[src/rtl/fbs_pkg.sv]
package fbs_pkg;
  typedef enum logic [1:0] {
    OP_PROG       = 2'd0,
    OP_SECT_ERASE = 2'd1,
    OP_CHIP_ERASE = 2'd2,
    OP_ERASE_ALT  = 2'd3
  } op_kind_e;

  // polling value: program shows the inverse of the loaded bit, erase shows 0
  function automatic logic poll_value(op_kind_e kind, logic loaded_bit);
    return (kind == OP_PROG) ? ~loaded_bit : 1'b0;
  endfunction

  function automatic logic next_toggle(logic clr, logic cur, logic adv);
    logic seen;
    seen = clr ? 1'b0 : cur;
    return seen ^ adv;
  endfunction
endpackage

[src/rtl/fbs_rise_det.sv]
module fbs_rise_det (
  input  logic clk,
  input  logic rst_n,
  input  logic level,
  output logic rise
);
  logic level_q;

  always_ff @(posedge clk or negedge rst_n) begin
    if (!rst_n) level_q <= 1'b0;
    else        level_q <= level;
  end

  assign rise = level & ~level_q;
endmodule

[src/rtl/fbs_toggle_cell.sv]
module fbs_toggle_cell (
  input  logic clk,
  input  logic rst_n,
  input  logic clr,
  input  logic adv,
  output logic seen
);
  import fbs_pkg::*;
  logic q;

  always_ff @(posedge clk or negedge rst_n) begin
    if (!rst_n) q <= 1'b0;
    else        q <= next_toggle(clr, q, adv);
  end

  assign seen = clr ? 1'b0 : q;

  a_r5_hold: assert property (@(posedge clk) disable iff (!rst_n)
    (!adv && !clr) |=> $stable(q));
  a_r8_clear: assert property (@(posedge clk) disable iff (!rst_n)
    (clr && !adv) |=> (q == 1'b0));
  a_r4_flip: assert property (@(posedge clk) disable iff (!rst_n)
    (adv && !clr) |=> (q != $past(q)));
endmodule

[src/rtl/fbs_status_mux.sv]
module fbs_status_mux #(
  parameter int DATA_W   = 16,
  parameter int POLL_BIT = 7,
  parameter int ACT_BIT  = 6,
  parameter int SUSP_BIT = 2
) (
  input  logic [DATA_W-1:0] array_data,
  input  logic [DATA_W-1:0] load_data,
  input  logic [1:0]        op_kind,
  input  logic              op_active,
  input  logic              susp_hit,
  input  logic              act_tog,
  input  logic              susp_tog,
  output logic [DATA_W-1:0] rdata
);
  import fbs_pkg::*;

  always_comb begin
    rdata = array_data;
    if (susp_hit) begin
      rdata[SUSP_BIT] = susp_tog;
    end else if (op_active) begin
      rdata[POLL_BIT] = poll_value(op_kind_e'(op_kind), load_data[POLL_BIT]);
      rdata[ACT_BIT]  = act_tog;
    end
  end
endmodule

[src/rtl/flash_busy_status_gen.sv]
module flash_busy_status_gen #(
  parameter int DATA_W   = 16,
  parameter int SECT_W   = 5,
  parameter int POLL_BIT = 7,
  parameter int ACT_BIT  = 6,
  parameter int SUSP_BIT = 2
) (
  input  logic              clk,
  input  logic              rst_n,
  input  logic              op_active,
  input  logic [1:0]        op_kind,
  input  logic [DATA_W-1:0] load_data,
  input  logic              erase_susp,
  input  logic [SECT_W-1:0] susp_sector,
  input  logic [SECT_W-1:0] acc_sector,
  input  logic              rd_strobe,
  input  logic              pg_strobe,
  input  logic [DATA_W-1:0] array_data,
  output logic [DATA_W-1:0] rdata,
  output logic              rb_oe,
  output logic              rb_out
);
  localparam int NEDGE = 3;

  // named internal events
  logic [NEDGE-1:0] lvl, rise;
  logic rd_rise, pg_rise, op_start;
  logic susp_hit, act_adv, susp_adv;
  logic act_tog, susp_tog;

  assign lvl = {op_active, pg_strobe, rd_strobe};

  for (genvar g = 0; g < NEDGE; g++) begin : g_edge
    fbs_rise_det u_rise (.clk(clk), .rst_n(rst_n), .level(lvl[g]), .rise(rise[g]));
  end

  assign rd_rise  = rise[0];
  assign pg_rise  = rise[1];
  assign op_start = rise[2];

  assign susp_hit = erase_susp && (acc_sector == susp_sector);
  assign act_adv  = op_active && !susp_hit && rd_rise;
  assign susp_adv = susp_hit && (rd_rise || pg_rise);

  fbs_toggle_cell u_act_tog (
    .clk(clk), .rst_n(rst_n), .clr(op_start), .adv(act_adv), .seen(act_tog));
  fbs_toggle_cell u_susp_tog (
    .clk(clk), .rst_n(rst_n), .clr(op_start), .adv(susp_adv), .seen(susp_tog));

  fbs_status_mux #(.DATA_W(DATA_W), .POLL_BIT(POLL_BIT), .ACT_BIT(ACT_BIT),
                   .SUSP_BIT(SUSP_BIT)) u_mux (
    .array_data(array_data), .load_data(load_data), .op_kind(op_kind),
    .op_active(op_active), .susp_hit(susp_hit), .act_tog(act_tog),
    .susp_tog(susp_tog), .rdata(rdata));

  assign rb_oe  = op_active;
  assign rb_out = 1'b0;

  a_r1_pass: assert property (@(posedge clk) disable iff (!rst_n)
    (!op_active && !erase_susp) |-> (rdata == array_data));
  a_r2_poll: assert property (@(posedge clk) disable iff (!rst_n)
    (op_active && !susp_hit && op_kind == 2'd0) |-> (rdata[POLL_BIT] == ~load_data[POLL_BIT]));
  a_r3_erase: assert property (@(posedge clk) disable iff (!rst_n)
    (op_active && !susp_hit && op_kind != 2'd0) |-> (rdata[POLL_BIT] == 1'b0));
  a_r9_start_read: assert property (@(posedge clk) disable iff (!rst_n)
    (op_start && !susp_hit) |-> (rdata[ACT_BIT] == 1'b0));
endmodule

[config.mk]
export PLATFORM = sky130hd
export DESIGN_NAME = flash_busy_status_gen
export DESIGN_NICKNAME = d
export VERILOG_FILES = /design/src/rtl/fbs_pkg.sv /design/src/rtl/fbs_rise_det.sv /design/src/rtl/fbs_toggle_cell.sv /design/src/rtl/fbs_status_mux.sv /design/src/rtl/flash_busy_status_gen.sv
export SDC_FILE = /design/constraint.sdc
export NUM_CORES = 1
export LEC_CHECK = 0
export ABC_CLOCK_PERIOD_IN_PS = 1100
export BUFFER_PORTS_ARGS = -buffer_cell sky130_fd_sc_hd__buf_2
export CORE_UTILIZATION = 27
export CTS_BUF_LIST = sky130_fd_sc_hd__clkbuf_8
export DETAILED_ROUTE_END_ITERATION = 8
export PLACE_DENSITY = 0.86
export SETUP_SLACK_MARGIN = 0.5
export SYNTH_ARGS = -nofsm -noshare
export SYNTH_HDL_FRONTEND = slang
export SYNTH_SLANG_ARGS = --single-unit
[constraint.sdc]
create_clock -name clk -period 1.1 [get_ports clk]
set_clock_uncertainty 0.1 [all_clocks]
set_input_delay 0.055 -clock clk [delete_from_list [all_inputs] [get_ports clk]]
set_output_delay 0.055 -clock clk [all_outputs]
set_load 0.005 [all_outputs]
==> results of run 1 <==
-- cells in the mapped netlist, drive strengths merged --
cell / number / share of area, %
buf: 15 / 27
xnor2: 6 / 12
dfrtp: 5 / 30
mux2: 3 / 8.0
and2: 2 / 3.0
inv: 2 / 1.8
nor3: 2 / 3.5
a22oi: 1 / 1.8
conb: 1 / 0.89
nand2: 1 / 0.89
nand2b: 1 / 1.5
nand4: 1 / 3.0
nor2: 1 / 0.89
o2111ai: 1 / 2.1
o21ai: 1 / 2.1
xor2: 1 / 2.1
-- area by class of cell --
type,count,area share [%]
clock inverters,1,0.5703
inverters,2,1.141
flip-flops and latches,5,19.01
clock buffers,3,6.274
repair buffers,31,27.76
well taps,15,2.852
multi-input cells,22,42.40
-- metrics by stage --
step,util [%],std cells,setup slack [ps],instance area (um2)
finish,47.60,79,-264.9,658.1
CTS,46.79,78,-279.0,646.9
floorplan,-,44,85.62,516.7
global route,47.60,79,-298.7,658.1
detailed placement,41.81,73,-199.4,578.1
global placement,41.81,73,-172.1,578.1
-- path summary, 6_finish.rpt --
path	slack, ps	end
max	-260	rdata[6]
min	-130	g_edge[1].u_rise.level_q
max reg2reg	-80	u_act_tog.q
min reg2reg	530	u_act_tog.q
max in group asynchronous	690	u_act_tog.q
min in group asynchronous	80	g_edge[0].u_rise.level_q
-- flip-flops by register name (all words and copies together) (netlist names) --
signal                 count
g_edge.u_rise.level_q      3
u_act_tog.q                1
u_susp_tog.q               1
-- logic make-up after synthesis --
group,Yosys count
AND/OR/NAND/NOR,8
buffers and inverters,17
multiplexers,3
other,1
flip-flops,5
AO/OA/AOI/OAI,3
XOR/XNOR,7
-- repair_timing --
action                                 CTS  global route
endpoints found under the hold margin    8             3
resized for setup                        2             1
pin swaps                                0             1
setup endpoints to repair                5             5
setup buffers                            0             1
-- where the power goes --
group	switching, W	leakage (nW)	internal, W
Clock	0.0000899	0.0269	0.000239
Sequential	0.00000423	0.0616	0.000200
Combinational	0.0000848	0.249	0.000143
Total	0.000179	0.338	0.000581
-- routing by layer --
layer | global-route usage (%) | up-vias | share of wire [%]
met2 | 18.75 | 24 | 53
met3 | 6.522 | 4 | 13
met4 | 9.032 | 0 | 2.2
met5 | 0 | - | 0
met1 | 8.871 | 154 | 31
li1 | - | 165 | -
-- layout by cell type, fill, tap and decap left out --
master and count:
buf_2 24, dfrtp_1 5, buf_4 4, xnor2_4 3, mux2_4 3, inv_1 3, clkbuf_8 3, and2_4 2
xnor2_1 2, buf_6 2, nand2b_4 1, nand2_1 1, nand4_4 1, o21ai_2 1, o2111ai_1 1, xnor2_2 1
nor3_1 1, nor2_1 1, a22oi_2 1, nor3_2 1, xor2_1 1, conb_1 1, dlygate4sd3_1 1
==> out/metrics.cfg, run 1 <==
[floorplan]
coreArea_um2=1383
ios=68
die-area_um2=1728
initial_utilization_pct=30.59
fp-row-count=13
die_x_um=41.58
die_height_um=41.58

[global_route]
antenna_found_initial=0
grt_pass1_vias=350
grt_use_total_pct=11.02
grt_first_pass_wirelength_um=1366
grt_max_degree=6
grt_overflow=0

[synth]
synth_top_family_by_area=buffers and inverters
syn-instance-count=44
syn_nets=94
synth_compound_area_share_pct=5.917
synth_area_um2=422.9
ys_types=17
ys_seq_elements=5
synth_area_per_cell_um2=9.612
synthSimpleGateAreaFrac_pct=12.72
seq_area_frac_synth_pct=29.59
synthXorXnorAreaFrac_pct=14.50
synthMuxAreaShare_pct=7.988
yosysWarnings=0
synth_fa_ha_area_share_pct=0

[worst_setup_path]
path_buf_inv=1
crit_fanout=2
end_kind=output pin
cpPeakStageDelay_ps=350
critPathLaunchType=register
startpoint=g_edge[2].u_rise.level_q
required_ps=940
worstPathCellList=nand2b_4, and2_4, mux2_4, buf_2
r2r_cells=5
reg2reg_from=g_edge[2].u_rise.level_q
worstSetupPathType=reg -> out
arrival_ps=1210
cp_top_family=flip-flops
crit_cells=4
critPathSlowestCell=dfrtp_1

[sta]
setup_viol_count_final=4
slew_violations=0
fmax_mhz=732.7
fin_crit_sh_pct=124.1
fin_ws_ps=-264.9
hold_viol_final=3
fin_hold_ws_ps=-132.5
tns_ps=-792.3
rsz0062_at_grt=true
period_needed_ps=1365

[cts]
cts_buffer_depth=2
cts_hold_buf=1
cts_tree=yes
cts_root_buf=clkbuf_8
cts.reportedPaths.clkPinSlew_ps=30
numCtsBuffers=3
cts_max_level=1
clkSinkCount=5
worstSkewPairLatency_ps=220

[pwr]
p_leak_nw=0.3379
power_density_nw_per_um2=1155
peakVddDrop_mv=0.8261
p_total_w=0.0007604

[route]
wirelength_um=846
viasPerCell=4.392
drc=0
avgRoutedWirePerCell_um=10.71
drt_first_pass_iters=1
first_iter_violations=0
vias=347
antenna_left=0

[status]
outcome=finished, violations left
violations=hold timing, setup timing

[min_path]
worstHoldStart=pg_strobe
min_path_type=in -> reg
holdPathStages=1

[layout]
fillers=133
finalNetCount=115
drive_gt1_share_pct=73.44
antenna-diode-count=0
synthToLayoutAreaGrowth_pct=55.62
regArea_um2=125.1
multiInputGateArea_um2=279.0

[placement]
dp_hpwl_um=742.2
io_buffers=25
gp_congestion=0.6805

[flow_run]
max_cap_violations=0

Note: power is estimated with default switching activity, not from simulation.
==> inputs of run 2 (changes only) <==
--- a/config.mk
+++ b/config.mk
@@ -10,3 +10,3 @@
 export CORE_UTILIZATION = 27
-export CTS_BUF_LIST = sky130_fd_sc_hd__clkbuf_8
+export CTS_BUF_LIST = sky130_fd_sc_hd__clkbuf_16
 export DETAILED_ROUTE_END_ITERATION = 8
--- a/constraint.sdc
+++ b/constraint.sdc
@@ -4,2 +4,2 @@
 set_output_delay 0.055 -clock clk [all_outputs]
-set_load 0.005 [all_outputs]
+set_load 0.02 [all_outputs]
==> run 2 against run 1 <==
The run still ends with hold timing, setup timing left. Register-to-register slack got worse by 130 ps. Critical endpoint unchanged. Worst setup slack got worse by 29 ps. Largest cell class unchanged. Highest routed layer unchanged. Total power rose by 40%.
==> out/metrics.cfg, run 2 (synthesis gave the netlist of run 1 again) <==
[status]
outcome=finished, violations left
violations=hold timing, setup timing

[layout]
top_register=g_edge.u_rise.level_q
final_util_pct=53.76
antenna-diode-count=0
drive_gt1_share_pct=76.12
largest_register_ff_count=3
synthToLayoutAreaGrowth_pct=75.74
final_cell_mix=buf_2 (23), buf_6 (7), dfrtp_1 (5)
top_regs=g_edge.u_rise.level_q x3, u_act_tog.q x1, u_susp_tog.q x1
finalNetCount=118
fillers=124
final_common_cell=buf_2

[worst_setup_path]
required_ps=940
critPathLaunchType=register
crit_fanout=2
worstSetupPathType=reg -> out
end_kind=output pin
startpoint=g_edge[2].u_rise.level_q
arrival_ps=1240
reg2reg_from=g_edge[2].u_rise.level_q

[pwr]
power_density_nw_per_um2=1436
peakVddDrop_mv=1.071
p_total_w=0.001067
p_leak_nw=0.3739

[floorplan]
coreArea_um2=1383
die_height_um=41.58
die_x_um=41.58
fp-row-count=13
ios=68
die-area_um2=1728
initial_utilization_pct=30.59

[cts]
numCtsBuffers=3
cts_buffer_depth=2
clkSinkCount=5
cts.reportedPaths.clkPinSlew_ps=30
cts_tree=yes
cts_root_buf=clkbuf_16
cts_max_level=1
worstSkewPairLatency_ps=230
cts_hold_buf=1

[sta]
slew_violations=0
rsz0062_at_grt=true
fin_ws_ps=-294.2
period_needed_ps=1394
fin_hold_ws_ps=-133.6
setup_viol_count_final=5
hold_viol_final=3
fin_crit_sh_pct=126.7
fmax_mhz=717.2

[placement]
dp_hpwl_um=734.1
io_buffers=25
place_ws_ps=-233.5
gp_congestion=0.6817

[route]
avgRoutedWirePerCell_um=11.52
drc=0
vias=375
antenna_left=0
drt_first_pass_iters=1
first_iter_violations=0
viasPerCell=4.573
wirelength_um=945

[global_route]
grt_pass1_vias=374
antenna_found_initial=0
grt_first_pass_wirelength_um=1497
grt_use_total_pct=11.90
grt_overflow=0
grt_max_degree=6

[flow_run]
max_cap_violations=0

[min_path]
min_path_type=in -> reg
worstHoldStart=pg_strobe

==> run 2: timing repair <==
action / in CTS / in global routing
setup endpoints to repair: 5 / 5
setup buffers: 2 / 2
pin swaps: 0 / 1
endpoints found under the hold margin: 8 / 3
gates resized for setup: 8 / 3
==> run 2: critical path, cell delays in order (launching register included) <==
cell and delay, ps:
dfrtp_1 350, nand2b_4 140, and2_4 140, mux2_4 260, buf_6 130
==> run 2: layout make-up <==
cell class | count | area (um2) | share of cell area [%]
clock inverters | 1 | 3.754 | 0.5051
repair buffers | 34 | 226.5 | 30.47
multi-input cells | 22 | 286.5 | 38.55
clock buffers | 3 | 75.07 | 10.10
well taps | 15 | 18.77 | 2.525
inverters | 2 | 7.507 | 1.010
flip-flops and latches | 5 | 125.1 | 16.84
==> run 2: path summary, 6_finish.rpt <==
check	endpoint	slack, ps	depth (start not counted)
min in group asynchronous	g_edge[0].u_rise.level_q	80	2
worst min register to register	u_act_tog.q	530	3
worst max register to register	u_susp_tog.q	-210	6
max in group asynchronous	u_act_tog.q	690	2
worst max-delay path	rdata[6]	-290	4
worst min-delay path	g_edge[1].u_rise.level_q	-130	1
==> run 2: layer usage <==
layer	wire [um]	GRT usage, %	vias to the layer above
li1	-	-	171
met1	293	10.16	175
met2	534	21.25	24
met3	105	6.522	5
met4	11	7.097	0
met5	0	0	-
==> run 2: metrics by stage <==
stage / TNS (ps) / cells / area [um2]
after floorplan: 0 / 44 / 516.7
after global placement: -619.2 / 73 / 578.1
after detailed placement: -785.7 / 73 / 578.1
after CTS: -1010 / 80 / 713.2
after global routing: -1423 / 82 / 743.2
final: -1189 / 82 / 743.2
==> run 2: report_power, final <==
group	total [W]	switching [W]	internal, W
Clock	0.000584	0.000114	0.000470
Sequential	0.000205	0.00000498	0.000200
Combinational	0.000278	0.000109	0.000169
